<file path="config.mk">
export PLATFORM = sky130hd
export DESIGN_NAME = nand_cmd_seq
export DESIGN_NICKNAME = d
export VERILOG_FILES = /design/src/rtl/nand_seq_pkg.sv /design/src/rtl/nand_addr_plan.sv /design/src/rtl/nand_we_timer.sv /design/src/rtl/nand_wait_timer.sv /design/src/rtl/nand_cmd_seq.sv
export SDC_FILE = /design/constraint.sdc
export NUM_CORES = 1
export LEC_CHECK = 0
export BUFFER_PORTS_ARGS = -buffer_cell sky130_fd_sc_hd__buf_2
export CAP_MARGIN = 10
export CORE_MARGIN = 3
export CORE_UTILIZATION = 40
export CTS_BUF_LIST = sky130_fd_sc_hd__clkbuf_2 sky130_fd_sc_hd__clkbuf_4 sky130_fd_sc_hd__clkbuf_8
export DETAILED_ROUTE_END_ITERATION = 7
export PLACE_DENSITY = 0.62
export SYNTH_ARGS = -nofsm -noshare
export SYNTH_HDL_FRONTEND = slang
export SYNTH_SLANG_ARGS = --single-unit
export TNS_END_PERCENT = 1
</file>
<file path="constraint.sdc">
create_clock -name clk_i -period 3.6 [get_ports clk_i]
set_input_delay 0.36 -clock clk_i [delete_from_list [all_inputs] [get_ports clk_i]]
set_output_delay 0.36 -clock clk_i [all_outputs]
set_load 0.02 [all_outputs]
</file>
<file path="src/rtl/nand_seq_pkg.sv">
package nand_seq_pkg;
  localparam logic [7:0] CMD_READ0    = 8'h00;
  localparam logic [7:0] CMD_READ1    = 8'h01;
  localparam logic [7:0] CMD_READOOB  = 8'h50;
  localparam logic [7:0] CMD_SEQIN    = 8'h80;
  localparam logic [7:0] CMD_PAGEPROG = 8'h10;
  localparam logic [7:0] CMD_ERASE1   = 8'h60;
  localparam logic [7:0] CMD_ERASE2   = 8'hD0;
  localparam logic [7:0] CMD_STATUS   = 8'h70;
  localparam logic [7:0] CMD_RESET    = 8'hFF;

  // slot order: pointer, command, column, page lo, page mid, page hi
  localparam int NUM_SLOTS = 6;
  localparam int SLOT_PG1  = 4;

  typedef enum logic [2:0] {
    ST_IDLE, ST_LATCH, ST_TWB, ST_WAIT, ST_DONE
  } seq_state_e;

  function automatic logic is_read(input logic [7:0] c);
    return (c == CMD_READ0) || (c == CMD_READ1) || (c == CMD_READOOB);
  endfunction

  function automatic logic is_nowait(input logic [7:0] c);
    return (c == CMD_PAGEPROG) || (c == CMD_ERASE1) || (c == CMD_ERASE2) ||
           (c == CMD_SEQIN) || (c == CMD_STATUS);
  endfunction
endpackage

</file>
<file path="src/rtl/nand_addr_plan.sv">
module nand_addr_plan
  import nand_seq_pkg::*;
#(
  parameter int COL_W      = 10,
  parameter int PAGE_W     = 20,
  parameter int PAGE_BYTES = 512,
  parameter int BIG_MIB    = 32
) (
  input  logic [7:0]                     cmd_i,
  input  logic                           col_vld_i,
  input  logic [COL_W-1:0]               col_i,
  input  logic                           page_vld_i,
  input  logic [PAGE_W-1:0]              page_i,
  input  logic                           bus16_i,
  input  logic [15:0]                    chip_mib_i,
  output logic [NUM_SLOTS-1:0]           mask_o,
  output logic [NUM_SLOTS-1:0][7:0]      bytes_o,
  output logic                           rd_force_o,
  output logic                           nowait_o
);
  localparam logic [COL_W:0]   PAGE_EXT = (COL_W+1)'(PAGE_BYTES);
  localparam logic [COL_W-1:0] PAGE_C   = COL_W'(PAGE_BYTES);
  localparam logic [COL_W-1:0] HALF_C   = COL_W'(256);

  logic             seqin;
  logic [7:0]       prefix;
  logic [COL_W-1:0] col_adj;
  logic [7:0]       col_byte;

  assign seqin = (cmd_i == CMD_SEQIN);

  always_comb begin
    prefix  = CMD_READ0;
    col_adj = col_i;
    if (seqin) begin
      if ({1'b0, col_i} >= PAGE_EXT) begin
        prefix  = CMD_READOOB;
        col_adj = col_i - PAGE_C;
      end else if (col_i >= HALF_C) begin
        prefix  = CMD_READ1;
        col_adj = col_i - HALF_C;
      end
    end
  end

  assign col_byte = 8'(bus16_i ? (col_adj >> 1) : col_adj);

  assign mask_o[0] = seqin;
  assign mask_o[1] = 1'b1;
  assign mask_o[2] = col_vld_i;
  assign mask_o[3] = page_vld_i;
  assign mask_o[4] = page_vld_i;
  assign mask_o[5] = page_vld_i && (chip_mib_i > 16'(BIG_MIB));

  assign bytes_o[0] = prefix;
  assign bytes_o[1] = cmd_i;
  assign bytes_o[2] = col_byte;
  assign bytes_o[3] = 8'(page_i);
  assign bytes_o[4] = 8'(page_i >> 8);
  assign bytes_o[5] = {4'h0, 4'(page_i >> 16)};

  assign rd_force_o = is_read(cmd_i) && page_vld_i;
  assign nowait_o   = is_nowait(cmd_i);
endmodule

</file>
<file path="src/rtl/nand_we_timer.sv">
module nand_we_timer #(
  parameter int WE_LOW_CLKS = 2
) (
  input  logic clk_i,
  input  logic rst_ni,
  input  logic run_i,
  output logic we_low_o,
  output logic end_o
);
  localparam int          PH_W = $clog2(WE_LOW_CLKS + 2);
  localparam logic [PH_W-1:0] PH_LAST = PH_W'(WE_LOW_CLKS + 1);
  localparam logic [PH_W-1:0] PH_LOW  = PH_W'(WE_LOW_CLKS);

  logic [PH_W-1:0] ph_q;

  // phase 0 setup, 1..WE_LOW_CLKS strobe low, last is hold
  assign we_low_o = run_i && (ph_q != '0) && (ph_q <= PH_LOW);
  assign end_o    = run_i && (ph_q == PH_LAST);

  always_ff @(posedge clk_i or negedge rst_ni) begin
    if (!rst_ni)               ph_q <= '0;
    else if (!run_i || end_o)  ph_q <= '0;
    else                       ph_q <= ph_q + 1'b1;
  end
endmodule

</file>
<file path="src/rtl/nand_wait_timer.sv">
module nand_wait_timer #(
  parameter int TWB_CLKS   = 10,
  parameter int US_CLKS    = 100,
  parameter int TIMEOUT_US = 30
) (
  input  logic clk_i,
  input  logic rst_ni,
  input  logic twb_run_i,
  input  logic wait_run_i,
  output logic twb_done_o,
  output logic tmo_o
);
  localparam int TWB_W = $clog2(TWB_CLKS + 1);
  localparam int PRE_W = $clog2(US_CLKS + 1);
  localparam int TMO_W = $clog2(TIMEOUT_US + 1);

  logic [TWB_W-1:0] twb_q;
  logic [PRE_W-1:0] pre_q;
  logic [TMO_W-1:0] us_q;

  assign twb_done_o = twb_run_i && (twb_q == TWB_W'(TWB_CLKS - 1));
  assign tmo_o      = wait_run_i && (us_q == TMO_W'(TIMEOUT_US));

  always_ff @(posedge clk_i or negedge rst_ni) begin
    if (!rst_ni)        twb_q <= '0;
    else if (twb_run_i) twb_q <= twb_q + 1'b1;
    else                twb_q <= '0;
  end

  always_ff @(posedge clk_i or negedge rst_ni) begin
    if (!rst_ni) begin
      pre_q <= '0;
      us_q  <= '0;
    end else if (!wait_run_i) begin
      pre_q <= '0;
      us_q  <= '0;
    end else if (pre_q == PRE_W'(US_CLKS - 1)) begin
      pre_q <= '0;
      if (!tmo_o) us_q <= us_q + 1'b1;
    end else begin
      pre_q <= pre_q + 1'b1;
    end
  end
endmodule

</file>
<file path="src/rtl/nand_cmd_seq.sv">
module nand_cmd_seq
  import nand_seq_pkg::*;
#(
  parameter int DATA_W      = 16,
  parameter int COL_W       = 10,
  parameter int PAGE_W      = 20,
  parameter int PAGE_BYTES  = 512,
  parameter int WE_LOW_CLKS = 2,
  parameter int TWB_CLKS    = 10,
  parameter int US_CLKS     = 100,
  parameter int TIMEOUT_US  = 30
) (
  input  logic              clk_i,
  input  logic              rst_ni,
  input  logic              req_valid_i,
  output logic              req_ready_o,
  input  logic [7:0]        req_cmd_i,
  input  logic              req_col_vld_i,
  input  logic [COL_W-1:0]  req_col_i,
  input  logic              req_page_vld_i,
  input  logic [PAGE_W-1:0] req_page_i,
  input  logic              bus16_i,
  input  logic [15:0]       chip_mib_i,
  input  logic              nand_rb_i,
  output logic              nand_cle_o,
  output logic              nand_ale_o,
  output logic              nand_nce_o,
  output logic              nand_nwe_o,
  output logic [DATA_W-1:0] nand_io_o,
  output logic              done_o
);
  seq_state_e                  state_q;
  logic [2:0]                  slot_q;
  logic [NUM_SLOTS-1:0]        mask_q;
  logic [NUM_SLOTS-1:0][7:0]   bytes_q;
  logic                        rd_force_q, nowait_q, force_q;

  logic [NUM_SLOTS-1:0]        pl_mask;
  logic [NUM_SLOTS-1:0][7:0]   pl_bytes;
  logic                        pl_rd_force, pl_nowait;
  logic                        we_low, latch_end, twb_done, tmo;
  logic                        nxt_found;
  logic [2:0]                  nxt_slot;
  logic [7:0]                  cur_byte;
  logic                        in_latch;

  nand_addr_plan #(
    .COL_W(COL_W), .PAGE_W(PAGE_W), .PAGE_BYTES(PAGE_BYTES), .BIG_MIB(32)
  ) u_plan (
    .cmd_i(req_cmd_i), .col_vld_i(req_col_vld_i), .col_i(req_col_i),
    .page_vld_i(req_page_vld_i), .page_i(req_page_i), .bus16_i(bus16_i),
    .chip_mib_i(chip_mib_i), .mask_o(pl_mask), .bytes_o(pl_bytes),
    .rd_force_o(pl_rd_force), .nowait_o(pl_nowait)
  );

  assign in_latch = (state_q == ST_LATCH);

  nand_we_timer #(.WE_LOW_CLKS(WE_LOW_CLKS)) u_we (
    .clk_i(clk_i), .rst_ni(rst_ni), .run_i(in_latch),
    .we_low_o(we_low), .end_o(latch_end)
  );

  nand_wait_timer #(
    .TWB_CLKS(TWB_CLKS), .US_CLKS(US_CLKS), .TIMEOUT_US(TIMEOUT_US)
  ) u_wait (
    .clk_i(clk_i), .rst_ni(rst_ni),
    .twb_run_i(state_q == ST_TWB), .wait_run_i(state_q == ST_WAIT),
    .twb_done_o(twb_done), .tmo_o(tmo)
  );

  // lowest enabled slot above the current one
  always_comb begin
    nxt_found = 1'b0;
    nxt_slot  = '0;
    for (int s = NUM_SLOTS - 1; s >= 0; s--) begin
      if ((3'(s) > slot_q) && mask_q[s]) begin
        nxt_found = 1'b1;
        nxt_slot  = 3'(s);
      end
    end
  end

  always_comb begin
    case (slot_q)
      3'd0:    cur_byte = bytes_q[0];
      3'd1:    cur_byte = bytes_q[1];
      3'd2:    cur_byte = bytes_q[2];
      3'd3:    cur_byte = bytes_q[3];
      3'd4:    cur_byte = bytes_q[4];
      3'd5:    cur_byte = bytes_q[5];
      default: cur_byte = 8'h00;
    endcase
  end

  always_ff @(posedge clk_i or negedge rst_ni) begin
    if (!rst_ni) begin
      state_q    <= ST_IDLE;
      slot_q     <= '0;
      mask_q     <= '0;
      bytes_q    <= '0;
      rd_force_q <= 1'b0;
      nowait_q   <= 1'b0;
      force_q    <= 1'b0;
    end else begin
      case (state_q)
        ST_IDLE: if (req_valid_i) begin
          mask_q     <= pl_mask;
          bytes_q    <= pl_bytes;
          rd_force_q <= pl_rd_force;
          nowait_q   <= pl_nowait;
          slot_q     <= pl_mask[0] ? 3'd0 : 3'd1;
          state_q    <= ST_LATCH;
        end
        ST_LATCH: if (latch_end) begin
          if (nxt_found) begin
            slot_q <= nxt_slot;
            if (rd_force_q && (nxt_slot == 3'(SLOT_PG1))) force_q <= 1'b1;
          end else begin
            state_q <= nowait_q ? ST_DONE : ST_TWB;
          end
        end
        ST_TWB: if (twb_done) state_q <= ST_WAIT;
        ST_WAIT: if (nand_rb_i || (rd_force_q && tmo)) begin
          force_q <= 1'b0;
          state_q <= ST_DONE;
        end
        ST_DONE: state_q <= ST_IDLE;
        default: state_q <= ST_IDLE;
      endcase
    end
  end

  assign req_ready_o = (state_q == ST_IDLE);
  assign done_o      = (state_q == ST_DONE);
  assign nand_cle_o  = in_latch && (slot_q <= 3'd1);
  assign nand_ale_o  = in_latch && (slot_q >= 3'd2);
  assign nand_nwe_o  = !we_low;
  assign nand_nce_o  = !(in_latch || force_q);
  assign nand_io_o   = in_latch ? DATA_W'(cur_byte) : '0;
endmodule

</file>
==> impl_results.md <==
- Status: finished, final reports clean
- Top cell type's share of synthesized area: around 47%
- Die extent in x: between 100 and 150 microns
- First-pass GRT wire length: 14,470 microns
- Rows: 34
- Combinational power share: 40.9%
- Critical path's largest stage delay: roughly 0.76 ns
- Post-Route WL: 8902 microns
- Slew @ Worst Pin: 0.8599 ns
- Pre-Repair DR Iteration Count: 4
- IO Pins: 83
- DR WL/cell: between 10 and 15 microns
- Tcrit/Tclk final: roughly 76%
- Vias in the first global route: a little over 3,000
- Sink Count: 69
- Netlist cell types: a little under 60
- Core area: around 0.0088 sq mm
- EDFF count, synth: 0
- CTS Buffer Depth: 2
- Most frequent cells in the layout: nand2_1, buf_2, dfrtp_1, nor2_1, o21ai_0
- Number of fill cells: approximately 900
- Clk_skew: 0.01262 ns
- Net count, final: around 560
- Setup crit start kind: register
- Largest net degree at the start of global routing: 39
- Fin. max-slew vios: 0
- Post-Syn Area: about 0.0037 sq mm
- Sequential share of power: roughly two fifths
- R2R cell count: 5
- Warning count from the yosys run: 0
- Via count: roughly 3,100
- Clk slew on worst S/H paths: 0.08 ns
- Crit end category: output pin
- Final worst slack: between 0.8 and 0.9 ns
- Slowest-stage cell, CP: dfrtp_1
- Power per cell area: a little under 800 mW/mm^2
- Syn avg cell area: roughly 8.8 sq um
- Post-DR vias/cell: slightly above 5
- Worst min-delay path category: input port to async pin
- Final Hold Viols: 0
- Max-cap violation count: 0
- N_diodes: 0
- Crit path required time: around 3.2 ns
- Post-Route Setup TNS: 0 ns
- Num CTS Buffers: 9
- # DRC: 0
- Final worst path period need: approximately 2.7 ns
- Switching pwr: 1452 uW
- CTS Root Cell: clkbuf_8
- GRT overflow: 0
- Commonest non-fill, non-tap cell in the layout: nand2_1
- Delay-heaviest family, CP: flip-flops
- Async SR Flop Fraction: 100.0%
- Max VDD drop: roughly 410 uV
- Area of placed instances: about 0.0041 sq mm
- Share of cells above drive strength 1: around 21%
- Worst flop-to-flop path startpoint: slot_q[0]
- Clock power share: between 10% and 20%
- Hold_buf cts: 0
- Syn-to-layout area delta: 16.75%
- Net switching share of the total power: 42.81%
- Seq/Total Area, Yosys: 46.61%
- Initial Utilization: between 40% and 50%
- Post-Syn Instances: 421
- Ranking of synthesized cells by area: dfrtp_1, nand2_1, nor2_1
- H-tree depth: 3
- Crit Path Max Fanout: 19
- Skew-Pair Late Insertion Delay: around 0.36 ns
- CTS tree: built
- Initial antenna violation count: 0
- RSZ-0062 raised after global routing: no
- CP bufs+invs: 2
- Detail Route Antenna Nets: 0
- Worst r2r dst: slot_q[1]
- Initial DRC Count: approximately 140
- Final setup viols: 0
- GR Util All Layers: between 10% and 20%
- Largest area contributor in the netlist: dfrtp_1
- # resized after CTS: 0
- CP Data Arrival Time: ~2.4 ns
- HPWL after detailed placement: around 6600 microns
- Slew HR: roughly 43%
- Post-CTS Setup Bufs: 0
- Crit path cell chain: inv_1 -> nor2_1 -> a221oi_1 -> a211oi_1 -> buf_2
- Max frequency: around 0.36 GHz
- Critical path class: register to output pin
- Lkg Pwr: ~0.0021 uW
- Top_reg_cell synth: dfrtp_1
- Die Y: between 100 and 150 microns
- #FFs+latches synth: roughly 70
- Design Area, Final: roughly 0.0043 sq mm
- Worst hold slack: ~0.042 ns
- Internal power: around 1900 uW
- Gpl congestion: roughly 0.86
- IO buf count: between 70 and 80
- Worst R2R Setup Slack: approximately 1.4 ns
- DIE AREA: between 0.01 and 0.015 sq mm
- Worst slack, placed: 1.232 ns
-- registers in the layout, indices dropped and copies added, names as in the netlist --
| signal | cells |
|---|---|
| state_q | 3 |
| mask_q | 4 |
| u_wait.pre_q | 7 |
| u_we.ph_q | 2 |
| u_wait.us_q | 5 |
| slot_q | 3 |
| bytes_q | 38 |
| rd_force_q | 1 |
| u_wait.twb_q | 4 |
| nowait_q | 1 |
| force_q | 1 |
-- Yosys cell counts (3+ instances only) --
master and number:
a211oi_1 3, mux2i_1 16, buf_4 8, o22a_1 3, inv_1 8, clkbuf_1 5
nor2b_1 5, a31oi_1 3, nor2_1 45, nor3b_1 4, ha_1 7, buf_2 12
nand2_1 116, o21ai_0 17, a21oi_1 11, xnor2_1 6, nand4_1 3, xor2_1 6
nor3_1 5, a22oi_1 3, nand3_1 12, dfrtp_1 69, nor4_1 4, nand2b_1 7
-- cells by family (layout without fill, tap and decap cells) --
kind of cell | after synthesis | count (layout) | synth area share, %
AO/OA/AOI/OAI | 61 | 61 | 11.31
AND/OR/NAND/NOR | 215 | 215 | 25.77
buffers and inverters | 36 | 103 | 5.066
adder cells (fa/ha/maj) | 7 | 7 | 2.364
multiplexers | 20 | 20 | 5.944
flip-flops | 69 | 69 | 46.61
other | 1 | 8 | 0.1012
XOR/XNOR | 12 | 12 | 2.837
-- power groups by stage --
stage | combinational (uW) | sequential [uW] | clock (uW)
finish | 1390 | 1340 | 661
global route | 1570 | 1390 | 707
CTS | 1400 | 1340 | 675
detailed placement | 1390 | 1360 | 0
global placement | 1380 | 1350 | 0
floorplan | 1180 | 1170 | 0
-- worst max path at each step --
stage	startpoint	to	slack, ns	depth (start not counted)
after CTS	slot_q[1]	nand_io_o[3]	0.82	5
after floorplan	state_q[1]	nand_io_o[2]	1.53	5
after global routing	slot_q[1]	nand_io_o[3]	0.62	5
after global placement	slot_q[1]	nand_io_o[2]	1.31	5
final	slot_q[1]	nand_io_o[3]	0.86	5
after detailed placement	slot_q[1]	nand_io_o[3]	1.23	5
-- per-layer routing --
layer,global-route usage [%],share of wire (%),vias up
met1,22.10,44,1477
met4,5.853,1.5,0
met3,4.778,4.7,12
met5,0,0,-
li1,-,-,1548
met2,29.89,49,72
-- through the flow --
stage / cells / total power, uW / util, %
2_1_floorplan: 428 / 2349 / -
5_1_grt: 603 / 3662 / 48.88
4_1_cts: 603 / 3419 / 48.88
3_5_place_dp: 587 / 2749 / 46.51
3_3_place_gp: 587 / 2728 / 46.51
6_report: 603 / 3393 / 48.88
-- layout make-up --
class / instances / area, sq um / area share, %
clock buffer: 11 / 151.4 / 3.500
clock inverter: 5 / 58.81 / 1.360
inverter: 9 / 33.78 / 0.7810
multi-input combinational: 323 / 1819 / 42.06
sequential: 69 / 1727 / 39.92
tap: 108 / 135.1 / 3.124
timing repair buffer: 78 / 400.4 / 9.257
Note: power is estimated with default switching activity, not from simulation.
